--- src/rtl/chp_pkg.sv ---
// Shared constants, state encoding and length-code decode for the
// compressed L3 header parser. Assumes 32-bit input words.
package chp_pkg;
    localparam int WORD_W    = 32;
    localparam int CODE_W    = 4;
    localparam int ABYTES_W  = 5;   // holds 1..16
    localparam int FIXED_HDR = 6;   // bytes ahead of the addresses

    typedef enum logic [1:0] {
        ST_IDLE = 2'd0,
        ST_HDR  = 2'd1,
        ST_PAY1 = 2'd2,
        ST_PAYN = 2'd3
    } chp_state_e;

    // Address byte count for a 4-bit code: the zero code is the full-size escape.
    function automatic logic [ABYTES_W-1:0] code_bytes(input logic [CODE_W-1:0] c);
        return (c == '0) ? ABYTES_W'(16) : {1'b0, c};
    endfunction
endpackage

--- src/rtl/chp_len_calc.sv ---
// Length arithmetic: turns the two address codes into byte counts, the
// padded header length and the index of the last header word.
// Assumes the header never exceeds 40 bytes (two 16-byte addresses).
module chp_len_calc
    import chp_pkg::*;
#(
    parameter int LEN_W  = 6,
    parameter int WIDX_W = 4
) (
    input  logic [CODE_W-1:0]   sa_code,
    input  logic [CODE_W-1:0]   da_code,
    output logic [ABYTES_W-1:0] sa_bytes,
    output logic [ABYTES_W-1:0] da_bytes,
    output logic [LEN_W-1:0]    hdr_bytes,
    output logic [WIDX_W-1:0]   last_widx
);
    logic [LEN_W-1:0] raw_sum;
    logic [LEN_W-1:0] rounded;

    // Decode codes, add the fixed part and round up to the next 4-byte boundary.
    always_comb begin
        sa_bytes  = code_bytes(sa_code);
        da_bytes  = code_bytes(da_code);
        raw_sum   = LEN_W'(FIXED_HDR) + LEN_W'(sa_bytes) + LEN_W'(da_bytes);
        rounded   = raw_sum + LEN_W'(3);
        hdr_bytes = {rounded[LEN_W-1:2], 2'b00};
        last_widx = WIDX_W'(hdr_bytes[LEN_W-1:2]) - WIDX_W'(1);
    end
endmodule

--- src/rtl/chp_addr_shift.sv ---
// Byte collector for one address: each of the four byte lanes of the
// current word is shifted into the address register when the lane's
// header byte offset falls inside [start, start+count). Lanes are taken in
// stream order so the first address byte ends up most significant.
module chp_addr_shift
    import chp_pkg::*;
#(
    parameter int ADDR_W = 128,
    parameter int WIDX_W = 4,
    parameter int OFS_W  = 7
) (
    input  logic [WORD_W-1:0]   word,
    input  logic [WIDX_W-1:0]   widx,
    input  logic [OFS_W-1:0]    start,
    input  logic [ABYTES_W-1:0] count,
    input  logic [ADDR_W-1:0]   cur,
    output logic [ADDR_W-1:0]   nxt
);
    localparam int LANES = WORD_W / 8;

    logic [ADDR_W-1:0] chain [0:LANES];
    logic [OFS_W-1:0]  stop;

    // End offset (exclusive) of this address inside the header.
    always_comb stop = start + OFS_W'(count);

    assign chain[0] = cur;

    for (genvar j = 0; j < LANES; j++) begin : g_lane
        logic [OFS_W-1:0] ofs;
        logic             take;
        logic [7:0]       byte_v;
        // Offset of this lane in the header and whether it belongs to the address.
        always_comb begin
            ofs    = OFS_W'({widx, 2'b00}) + OFS_W'(j);
            take   = (ofs >= start) && (ofs < stop);
            byte_v = word[WORD_W-1-8*j -: 8];
        end
        assign chain[j+1] = take ? {chain[j][ADDR_W-9:0], byte_v} : chain[j];
    end

    assign nxt = chain[LANES];
endmodule

--- src/rtl/chp_frame_fsm.sv ---
// Frame sequencer: tracks which header word is on the input, detects the
// end of the header, a frame that ends inside the header, and the first
// payload word. The first valid word after idle is header word 0.
module chp_frame_fsm
    import chp_pkg::*;
#(
    parameter int WIDX_W = 4
) (
    input  logic              clk,
    input  logic              rst_n,
    input  logic              in_valid,
    input  logic              in_last,
    input  logic [WIDX_W-1:0] last_widx,
    output logic [WIDX_W-1:0] widx,
    output logic              take_w0,
    output logic              take_w1,
    output logic              take_hdr,
    output logic              hdr_end,
    output logic              trunc_now,
    output logic              first_pay
);
    chp_state_e        state_q, state_d;
    logic [WIDX_W-1:0] widx_q, widx_d;

    // Next-state and per-word strobes.
    always_comb begin
        state_d   = state_q;
        widx_d    = widx_q;
        take_w0   = 1'b0;
        take_w1   = 1'b0;
        take_hdr  = 1'b0;
        hdr_end   = 1'b0;
        trunc_now = 1'b0;
        first_pay = 1'b0;
        if (in_valid) begin
            unique case (state_q)
                ST_IDLE: begin
                    take_w0 = 1'b1;
                    widx_d  = WIDX_W'(1);
                    if (in_last) trunc_now = 1'b1;
                    else         state_d   = ST_HDR;
                end
                ST_HDR: begin
                    take_hdr = 1'b1;
                    take_w1  = (widx_q == WIDX_W'(1));
                    widx_d   = widx_q + WIDX_W'(1);
                    if (widx_q == last_widx) begin
                        hdr_end = 1'b1;
                        state_d = in_last ? ST_IDLE : ST_PAY1;
                    end else if (in_last) begin
                        trunc_now = 1'b1;
                        state_d   = ST_IDLE;
                    end
                end
                ST_PAY1: begin
                    first_pay = 1'b1;
                    state_d   = in_last ? ST_IDLE : ST_PAYN;
                end
                ST_PAYN: begin
                    if (in_last) state_d = ST_IDLE;
                end
                default: state_d = ST_IDLE;
            endcase
        end
    end

    // State and word index registers.
    always_ff @(posedge clk) begin
        if (!rst_n) begin
            state_q <= ST_IDLE;
            widx_q  <= '0;
        end else begin
            state_q <= state_d;
            widx_q  <= widx_d;
        end
    end

    assign widx = widx_q;
endmodule

--- src/rtl/chp_hdr_parser.sv ---
// Top of the compressed L3 header parser. Captures the fixed fields from
// header words 0 and 1, collects both addresses byte by byte, computes
// the padded header length and payload length, and pulses hdr_valid once
// the last header word has been accepted. Assumes in_last is only
// considered together with in_valid and in_frm_len is valid with word 0.
module chp_hdr_parser
    import chp_pkg::*;
#(
    parameter int ADDR_W = 128,
    parameter int FLEN_W = 16,
    parameter int LEN_W  = 6
) (
    input  logic              clk,
    input  logic              rst_n,
    input  logic              in_valid,
    input  logic              in_last,
    input  logic [31:0]       in_data,
    input  logic [FLEN_W-1:0] in_frm_len,
    output logic              hdr_valid,
    output logic              trunc_err,
    output logic              pay_start,
    output logic [7:0]        traffic_class,
    output logic [3:0]        hop_limit,
    output logic [19:0]       flow_label,
    output logic [7:0]        next_hdr,
    output logic [3:0]        src_code,
    output logic [3:0]        dst_code,
    output logic [ADDR_W-1:0] src_addr,
    output logic [ADDR_W-1:0] dst_addr,
    output logic [LEN_W-1:0]  hdr_len,
    output logic [FLEN_W-1:0] pay_len
);
    localparam int WIDX_W = 4;
    localparam int OFS_W  = WIDX_W + 3;

    logic [WIDX_W-1:0]   widx, last_widx;
    logic                take_w0, take_w1, take_hdr, hdr_end, trunc_now, first_pay;
    logic [CODE_W-1:0]   sa_code_q, da_code_q, sa_code_l, da_code_l;
    logic [ABYTES_W-1:0] sa_bytes, da_bytes;
    logic [LEN_W-1:0]    hlen_l;
    logic [ADDR_W-1:0]   src_q, dst_q, src_n, dst_n;
    logic [FLEN_W-1:0]   frm_len_q, pay_len_q;
    logic [7:0]          tc_q, nh_q;
    logic [3:0]          hl_q;
    logic [19:0]         fl_q;
    logic [LEN_W-1:0]    hlen_q;
    logic                valid_q, trunc_q;

    // Live codes: taken straight from word 1 while it is on the input.
    always_comb begin
        sa_code_l = take_w1 ? in_data[23:20] : sa_code_q;
        da_code_l = take_w1 ? in_data[19:16] : da_code_q;
    end

    chp_len_calc #(.LEN_W(LEN_W), .WIDX_W(WIDX_W)) i_len (
        .sa_code  (sa_code_l),
        .da_code  (da_code_l),
        .sa_bytes (sa_bytes),
        .da_bytes (da_bytes),
        .hdr_bytes(hlen_l),
        .last_widx(last_widx)
    );

    chp_frame_fsm #(.WIDX_W(WIDX_W)) i_fsm (
        .clk      (clk),
        .rst_n    (rst_n),
        .in_valid (in_valid),
        .in_last  (in_last),
        .last_widx(last_widx),
        .widx     (widx),
        .take_w0  (take_w0),
        .take_w1  (take_w1),
        .take_hdr (take_hdr),
        .hdr_end  (hdr_end),
        .trunc_now(trunc_now),
        .first_pay(first_pay)
    );

    chp_addr_shift #(.ADDR_W(ADDR_W), .WIDX_W(WIDX_W), .OFS_W(OFS_W)) i_src (
        .word (in_data),
        .widx (widx),
        .start(OFS_W'(FIXED_HDR)),
        .count(sa_bytes),
        .cur  (src_q),
        .nxt  (src_n)
    );

    chp_addr_shift #(.ADDR_W(ADDR_W), .WIDX_W(WIDX_W), .OFS_W(OFS_W)) i_dst (
        .word (in_data),
        .widx (widx),
        .start(OFS_W'(FIXED_HDR) + OFS_W'(sa_bytes)),
        .count(da_bytes),
        .cur  (dst_q),
        .nxt  (dst_n)
    );

    // Word 0 fields, frame length, and address clear at frame start.
    always_ff @(posedge clk) begin
        if (!rst_n) begin
            tc_q      <= '0;
            hl_q      <= '0;
            fl_q      <= '0;
            frm_len_q <= '0;
        end else if (take_w0) begin
            tc_q      <= in_data[31:24];
            hl_q      <= in_data[23:20];
            fl_q      <= in_data[19:0];
            frm_len_q <= in_frm_len;
        end
    end

    // Word 1 fields and the header length they imply.
    always_ff @(posedge clk) begin
        if (!rst_n) begin
            nh_q      <= '0;
            sa_code_q <= '0;
            da_code_q <= '0;
            hlen_q    <= '0;
        end else if (take_w1) begin
            nh_q      <= in_data[31:24];
            sa_code_q <= in_data[23:20];
            da_code_q <= in_data[19:16];
            hlen_q    <= hlen_l;
        end
    end

    // Address accumulation over the header words.
    always_ff @(posedge clk) begin
        if (!rst_n) begin
            src_q <= '0;
            dst_q <= '0;
        end else if (take_w0) begin
            src_q <= '0;
            dst_q <= '0;
        end else if (take_hdr) begin
            src_q <= src_n;
            dst_q <= dst_n;
        end
    end

    // Result strobes and payload length.
    always_ff @(posedge clk) begin
        if (!rst_n) begin
            valid_q   <= 1'b0;
            trunc_q   <= 1'b0;
            pay_len_q <= '0;
        end else begin
            valid_q <= hdr_end;
            trunc_q <= trunc_now;
            if (hdr_end) pay_len_q <= frm_len_q - FLEN_W'(hlen_l);
        end
    end

    assign hdr_valid     = valid_q;
    assign trunc_err     = trunc_q;
    assign pay_start     = first_pay;
    assign traffic_class = tc_q;
    assign hop_limit     = hl_q;
    assign flow_label    = fl_q;
    assign next_hdr      = nh_q;
    assign src_code      = sa_code_q;
    assign dst_code      = da_code_q;
    assign src_addr      = src_q;
    assign dst_addr      = dst_q;
    assign hdr_len       = hlen_q;
    assign pay_len       = pay_len_q;
endmodule

--- config.mk ---
export PLATFORM = sky130hd
export DESIGN_NAME = chp_hdr_parser
export DESIGN_NICKNAME = d
export VERILOG_FILES = /design/src/rtl/chp_pkg.sv /design/src/rtl/chp_len_calc.sv /design/src/rtl/chp_addr_shift.sv /design/src/rtl/chp_frame_fsm.sv /design/src/rtl/chp_hdr_parser.sv
export SDC_FILE = /design/constraint.sdc
export NUM_CORES = 1
export LEC_CHECK = 0
export ABC_AREA = 1
export BUFFER_PORTS_ARGS = -buffer_cell sky130_fd_sc_hd__buf_4
export CAP_MARGIN = 20
export CORE_ASPECT_RATIO = 1.25
export CORE_MARGIN = 5
export CORE_UTILIZATION = 45
export DETAILED_ROUTE_END_ITERATION = 7
export HOLD_SLACK_MARGIN = 0.12
export PLACE_DENSITY = 0.65
export SKIP_CTS_REPAIR_TIMING = 1
export SYNTH_ARGS = -nofsm -noshare
export SYNTH_HDL_FRONTEND = slang
export SYNTH_SLANG_ARGS = --single-unit
export TNS_END_PERCENT = 30
--- constraint.sdc ---
create_clock -name clk -period 6.9 [get_ports clk]
set_input_delay 1.38 -clock clk [delete_from_list [all_inputs] [get_ports clk]]
set_output_delay 1.38 -clock clk [all_outputs]
set_load 0.03 [all_outputs]
==> qor.yml, run 1 <==
timing:
  rsz0062_at_grt: "false"
  hold_slack_ns: 0.4625
  clock_skew_ns: 0.01408
  max_freq_ghz: 0.1678
  hold_viol_final: 0
  period_needed_ns: 5.961
  setup_ws_ns: 0.9389
  worst_pin_slew_ns: 1.117
  setup_viol: 0
  final_max_slew_viol_count: 0
  timing.setup.tns_ns: 0
  period_share_pct: 86.39
  relSlewSlack_pct: 25.53
drt:
  remaining_drc_errors: 0
  viasPerCell: 6.298
  wirelength_mm: 107.4
  vias: 31180
  wl_per_cell_um: 21.69
  drtIter0Drc: 4069
  ant_nets: 0
  drt-pass1-iter-count: 7
synth:
  synth_warnings: 0
  synth_area_um2: 25750
  synth_top_area_cell: "nand3_1"
  postSynthCellCount: 4182
  synth-seq-cells: 348
  synth-edff-count: 0
  ys_seq_area_share_pct: 27.05
  synth-main-ff-cell: "dfxtp_1"
  synth_common_cells: "nand3_1, nand2_1, dfxtp_1"
  synth_area_leaders: "nand3_1, dfxtp_1, nand2_1, a21oi_1, buf_4"
  ys_types: 43
  async_flop_share_pct: 0
  yosysMostFrequentCell: "nand3_1"
  yosysTopAreaCellShare_pct: 35.08
  post_synth.cell_area_avg_um2: 6.158
worst_setup_path:
  cp_slowest_cell: "inv_4"
  end_kind: "flip-flop"
  startpoint_type: "primary input"
  cp_num_buf_inv: 5
  rrSetupSlack_ns: 1.20
  r2r_cells: 27
  required_ns: 7.40
  arrival_ns: 6.46
  path_class: "primary input to flip-flop"
  cpLargestDelayFamily: "simple AND/OR/NAND/NOR gates"
  startpoint: "in_valid"
  reg2reg_to: "dst_addr[82]"
  crit_fanout: 47
  slowest_delay_ns: 0.51
  r2r-start: "i_fsm.widx[0]"
clocking:
  cts_buffers: 43
  clk_pin_slew_ns: 0.06
  cts-root-buf: "clkbuf_16"
  htreeDepth: 2
  numClockSinks: 348
  cts_tree: "built"
  cts_buffer_depth: 3
  clk_latency_ns: 0.59
grt:
  grt_antenna_before_repair: 2
  grt_pass1_wl_mm: 165.3
  grt_overflow: 0
  grt_max_degree: 168
  grt_use_total_pct: 32.38
  grt_pass1_vias: 27960
status:
  status: "complete, no violations"
power_and_ir_drop:
  p_sw_share_pct: 30.80
  power.switching_mw: 1.625
  finalPower_mw: 5.276
  leakagePower_nw: 11.84
  power_density_nw_per_um2: 181.6
  irDropWorstVdd_v: 0.0001641
  combPwrFrac_pct: 16.0
  seq_power_share_pct: 39.4
  clockPowerShare_pct: 44.7
  cell_internal_pwr_mw: 3.651
cells_and_area:
  syn_to_final_growth_pct: 12.80
  n_antenna_cell: 0
  drive_gt1_share_pct: 12.76
  n_fill_cell: 6022
  final_nets: 4253
place:
  hpwl_mm: 69.37
  gp_congestion: 0.9488
  place_ws_ns: 0.5129
  io_buffers: 378
floorplanning:
  ios: 381
  rows: 98
  die_w_um: 224.0
  coreArea_um2: 57020
  start_util_pct: 45.17
  dieArea_um2: 62150
  fp.dieH_um: 277.5
hold_path:
  min-delay-start: "frm_len_q[15]"
  holdCritPathClass: "flip-flop to flip-flop"
  whs_path_depth: 2
  min_to: "frm_len_q[15]"
job:
  drv_cap: 0
-- through the flow --
step           utilization, %  instance area [um^2]  cells
2_1_floorplan               -                 25760   4183
4_1_cts                 50.95                 29050   4950
3_3_place_gp            48.45                 27620   4874
3_5_place_dp            48.45                 27620   4874
6_report                50.95                 29050   4950
5_1_grt                 50.95                 29050   4950
-- cell usage in the layout (no fill, tap or decap), types with 4 or more instances in the layout --
cell type / Yosys / routed
clkbuf_16: 0 / 43
inv_2: 9 / 4
xnor2_1: 7 / 7
ha_1: 29 / 29
nor2_1: 131 / 129
inv_4: 1 / 8
nor3_1: 5 / 5
nor2_4: 2 / 5
dfxtp_1: 348 / 348
clkbuf_8: 0 / 9
nand2_1: 669 / 667
nand2_4: 1 / 6
clkinv_2: 0 / 7
xor2_1: 5 / 5
a21oi_1: 298 / 298
buf_4: 147 / 420
o211ai_1: 13 / 13
inv_1: 101 / 99
o21ai_1: 5 / 5
nand4_1: 121 / 121
a31oi_1: 6 / 6
o21ai_0: 99 / 98
nand3_1: 1805 / 1804
clkbuf_1: 158 / 9
buf_12: 0 / 12
nand3_4: 1 / 4
-- worst register-to-register path: stages (launching register included) --
cell	delay (ns)
dfxtp_1	0.31
buf_4	0.19
ha_1	0.19
nand3_1	0.16
nor2_4	0.49
nand2_1	0.08
o21ai_0	0.16
inv_1	0.11
nor2_1	0.17
nand2_1	0.09
nand2_1	0.10
inv_1	0.05
ha_1	0.30
inv_1	0.09
o221ai_1	0.14
xnor2_1	0.15
ha_1	0.31
a21o_1	0.18
a21oi_1	0.21
o21ai_1	0.23
nor2_1	0.23
nand2_4	0.22
inv_4	0.51
buf_12	0.33
nand3_1	0.25
nand3_1	0.13
nand3_1	0.08
a21oi_1	0.15
-- routing by layer --
metal,GRT usage [%],up-vias,wire length (um)
met1,42.81,14560,42410
met2,53.62,1699,51000
met3,5.091,253,9680
met5,0,-,27
met4,11.36,4,4228
li1,-,14660,-
-- flip-flops by register name, summed over array words and instances, names as in the netlist, 8 cells and up --
name,count
frm_len_q,16
traffic_class,8
pay_len,16
dst_addr,128
flow_label,20
src_addr,128
next_hdr,8
-- cell families (layout without fill, tap and decap cells) --
| group | Yosys count | after routing | synth area share (%) |
|---|---|---|---|
| other cells | 2 | 3 | 0.02916 |
| compound gates | 432 | 432 | 8.701 |
| simple gates | 2753 | 2753 | 50.51 |
| fa+ha+maj | 32 | 32 | 1.642 |
| flops | 348 | 348 | 27.05 |
| xor+xnor | 12 | 12 | 0.4081 |
| buf+inv | 603 | 620 | 11.66 |
-- power groups by stage --
stage | combinational [mW] | clock (mW) | sequential (mW)
detailed placement | 0.827 | 0 | 2.12
CTS | 0.830 | 2.39 | 2.08
global placement | 0.826 | 0 | 2.12
floorplan | 0.534 | 0 | 2.15
finish | 0.842 | 2.36 | 2.08
global route | 0.906 | 2.46 | 2.08
-- cell type report --
cell class / instances / area (um^2) / area share, %
Sequential cell: 348 / 6967 / 23.98
Clock buffer: 61 / 1234 / 4.247
Tap cell: 750 / 938.4 / 3.230
Inverter: 112 / 447.9 / 1.542
Clock inverter: 15 / 193.9 / 0.6676
Multi-Input combinational cell: 3232 / 15880 / 54.65
Timing Repair Buffer: 432 / 3393 / 11.68
-- worst max path at each step --
stage	depth (start not counted)	endpoint
after global placement	26	dst_addr[82]
after global routing	26	dst_addr[82]
after floorplan	23	dst_addr[69]
after CTS	26	dst_addr[82]
final	26	dst_addr[82]
after detailed placement	26	dst_addr[82]
No activity file was read; power rests on OpenSTA's default activity.
==> inputs of run 2 (changes only) <==
Clock period 6.9 ns to 7.7 ns, I/O delays scaled along.
==> qor.yml, run 2 (synthesis results as in run 1) <==
drt:
  vias: 31090
  viasPerCell: 6.289
  ant_nets: 0
  remaining_drc_errors: 0
  wl_per_cell_um: 21.73
  drt-pass1-iter-count: 6
  wirelength_mm: 107.4
  drtIter0Drc: 4396
clocking:
  clk_pin_slew_ns: 0.06
  cts_buffers: 43
  htreeDepth: 2
  cts-root-buf: "clkbuf_16"
  cts_buffer_depth: 3
  cts_tree: "built"
  clk_latency_ns: 0.59
  numClockSinks: 348
timing:
  timing.setup.tns_ns: 0
  rsz0062_at_grt: "false"
  max_freq_ghz: 0.1651
  period_needed_ns: 6.058
  final_max_slew_viol_count: 0
  relSlewSlack_pct: 25.97
  setup_ws_ns: 1.642
  worst_pin_slew_ns: 1.110
  hold_slack_ns: 0.4636
  hold_viol_final: 0
  clock_skew_ns: 0.02747
  setup_viol: 0
  period_share_pct: 78.67
cells_and_area:
  utilization_pct: 50.90
  final_common_cell: "nand3_1"
  drive_gt1_share_pct: 12.54
  layout_common_cells: "nand3_1, nand2_1, buf_4, dfxtp_1, a21oi_1"
  syn_to_final_growth_pct: 12.69
  final_nets: 4249
  final_cell_area_um2: 29020
worst_setup_path:
  arrival_ns: 6.55
  end_kind: "flip-flop"
  required_ns: 8.20
  startpoint_type: "primary input"
  r2r_cells: 26
  path_class: "primary input to flip-flop"
  crit_fanout: 49
  r2r-start: "i_fsm.widx[0]"
  startpoint: "in_valid"
power_and_ir_drop:
  seq_power_share_pct: 39.5
  power_density_nw_per_um2: 162.6
  power.switching_mw: 1.435
  clockPowerShare_pct: 44.5
  leakagePower_nw: 11.81
  combPwrFrac_pct: 16.0
  p_sw_share_pct: 30.40
  cell_internal_pwr_mw: 3.286
  irDropWorstVdd_v: 0.0001411
place:
  gp_congestion: 0.9258
  hpwl_mm: 68.52
  io_buffers: 378
  place_ws_ns: 1.098
  placed_area_um2: 27590
grt:
  grt_max_degree: 181
  grt_antenna_before_repair: 1
  grt_pass1_wl_mm: 165.4
  grt_pass1_vias: 27960
  grt_overflow: 0
  grt_use_total_pct: 32.38
floorplanning:
  start_util_pct: 45.17
  dieArea_um2: 62150
  fp.dieH_um: 277.5
  coreArea_um2: 57020
  die_w_um: 224.0
  rows: 98
  ios: 381
job:
  drv_cap: 0
hold_path:
  holdCritPathClass: "flip-flop to flip-flop"
  min-delay-start: "frm_len_q[15]"
  whs_path_depth: 2
status:
  status: "complete, no violations"
-- run 2: cell types whose count changed in the layout (fill, tap and decap cells not counted) --
cell,before,now
clkinv_2,7,1
buf_4,420,415
clkbuf_1,9,12
clkinv_4,0,2
buf_16,0,1
clkbuf_16,43,44
clkinv_8,2,1
clkinvlp_4,1,0
diode_2,0,1
inv_16,1,0
-- run 2: cell type report --
cell class | instances | area [um^2]
fill | 6054 | 27990
multi-input combinational | 3232 | 15880
clock buffer | 65 | 1270
timing repair buffer | 428 | 3383
clock inverter | 8 | 137.6
antenna | 1 | 2.502
sequential | 348 | 6967
tap | 750 | 938.4
inverter | 112 | 447.9
-- run 2: final timing paths --
kind              slack [ns]             to
hold reg to reg         0.46  frm_len_q[15]
setup / recovery        1.64   dst_addr[13]
setup reg to reg        1.74   dst_addr[13]
hold / removal          0.46  frm_len_q[15]
-- run 2: worst max-delay path, cell delays in order --
cell	delay, ns
buf_4	0.11
nand3_4	0.10
nor2_4	0.50
nand2_1	0.08
o21ai_0	0.20
inv_1	0.12
nor2_1	0.19
nand2_1	0.09
nand2_1	0.11
inv_1	0.05
ha_1	0.30
inv_1	0.10
o221ai_1	0.14
xnor2_1	0.15
ha_1	0.31
a21o_1	0.19
a21oi_1	0.20
o21ai_1	0.21
nor2_1	0.22
nand2_4	0.25
inv_4	0.47
buf_12	0.32
nand3_1	0.15
nand3_1	0.10
nand3_1	0.09
a21oi_1	0.18
-- run 2: metrics by stage --
step / power (mW) / cells
3_5_place_dp: 2.641 / 4869
6_report: 4.721 / 4944
2_1_floorplan: 2.409 / 4183
5_1_grt: 4.882 / 4944
4_1_cts: 4.736 / 4942
3_3_place_gp: 2.640 / 4869
-- run 2: routing by layer --
layer | share of wire [%] | routed length, um | global-route usage (%)
met1 | 39 | 41860 | 42.51
met2 | 48 | 51190 | 53.28
met3 | 9.1 | 9754 | 5.313
met4 | 4.3 | 4637 | 12.45
met5 | 0 | 0 | 0
-- run 2: power by group through the flow --
| stage | combinational (mW) | sequential [mW] | clock (mW) |
|---|---|---|---|
| floorplan | 0.479 | 1.93 | 0 |
| global placement | 0.737 | 1.90 | 0 |
| detailed placement | 0.738 | 1.90 | 0 |
| CTS | 0.740 | 1.86 | 2.13 |
| global route | 0.815 | 1.87 | 2.20 |
| finish | 0.754 | 1.87 | 2.10 |
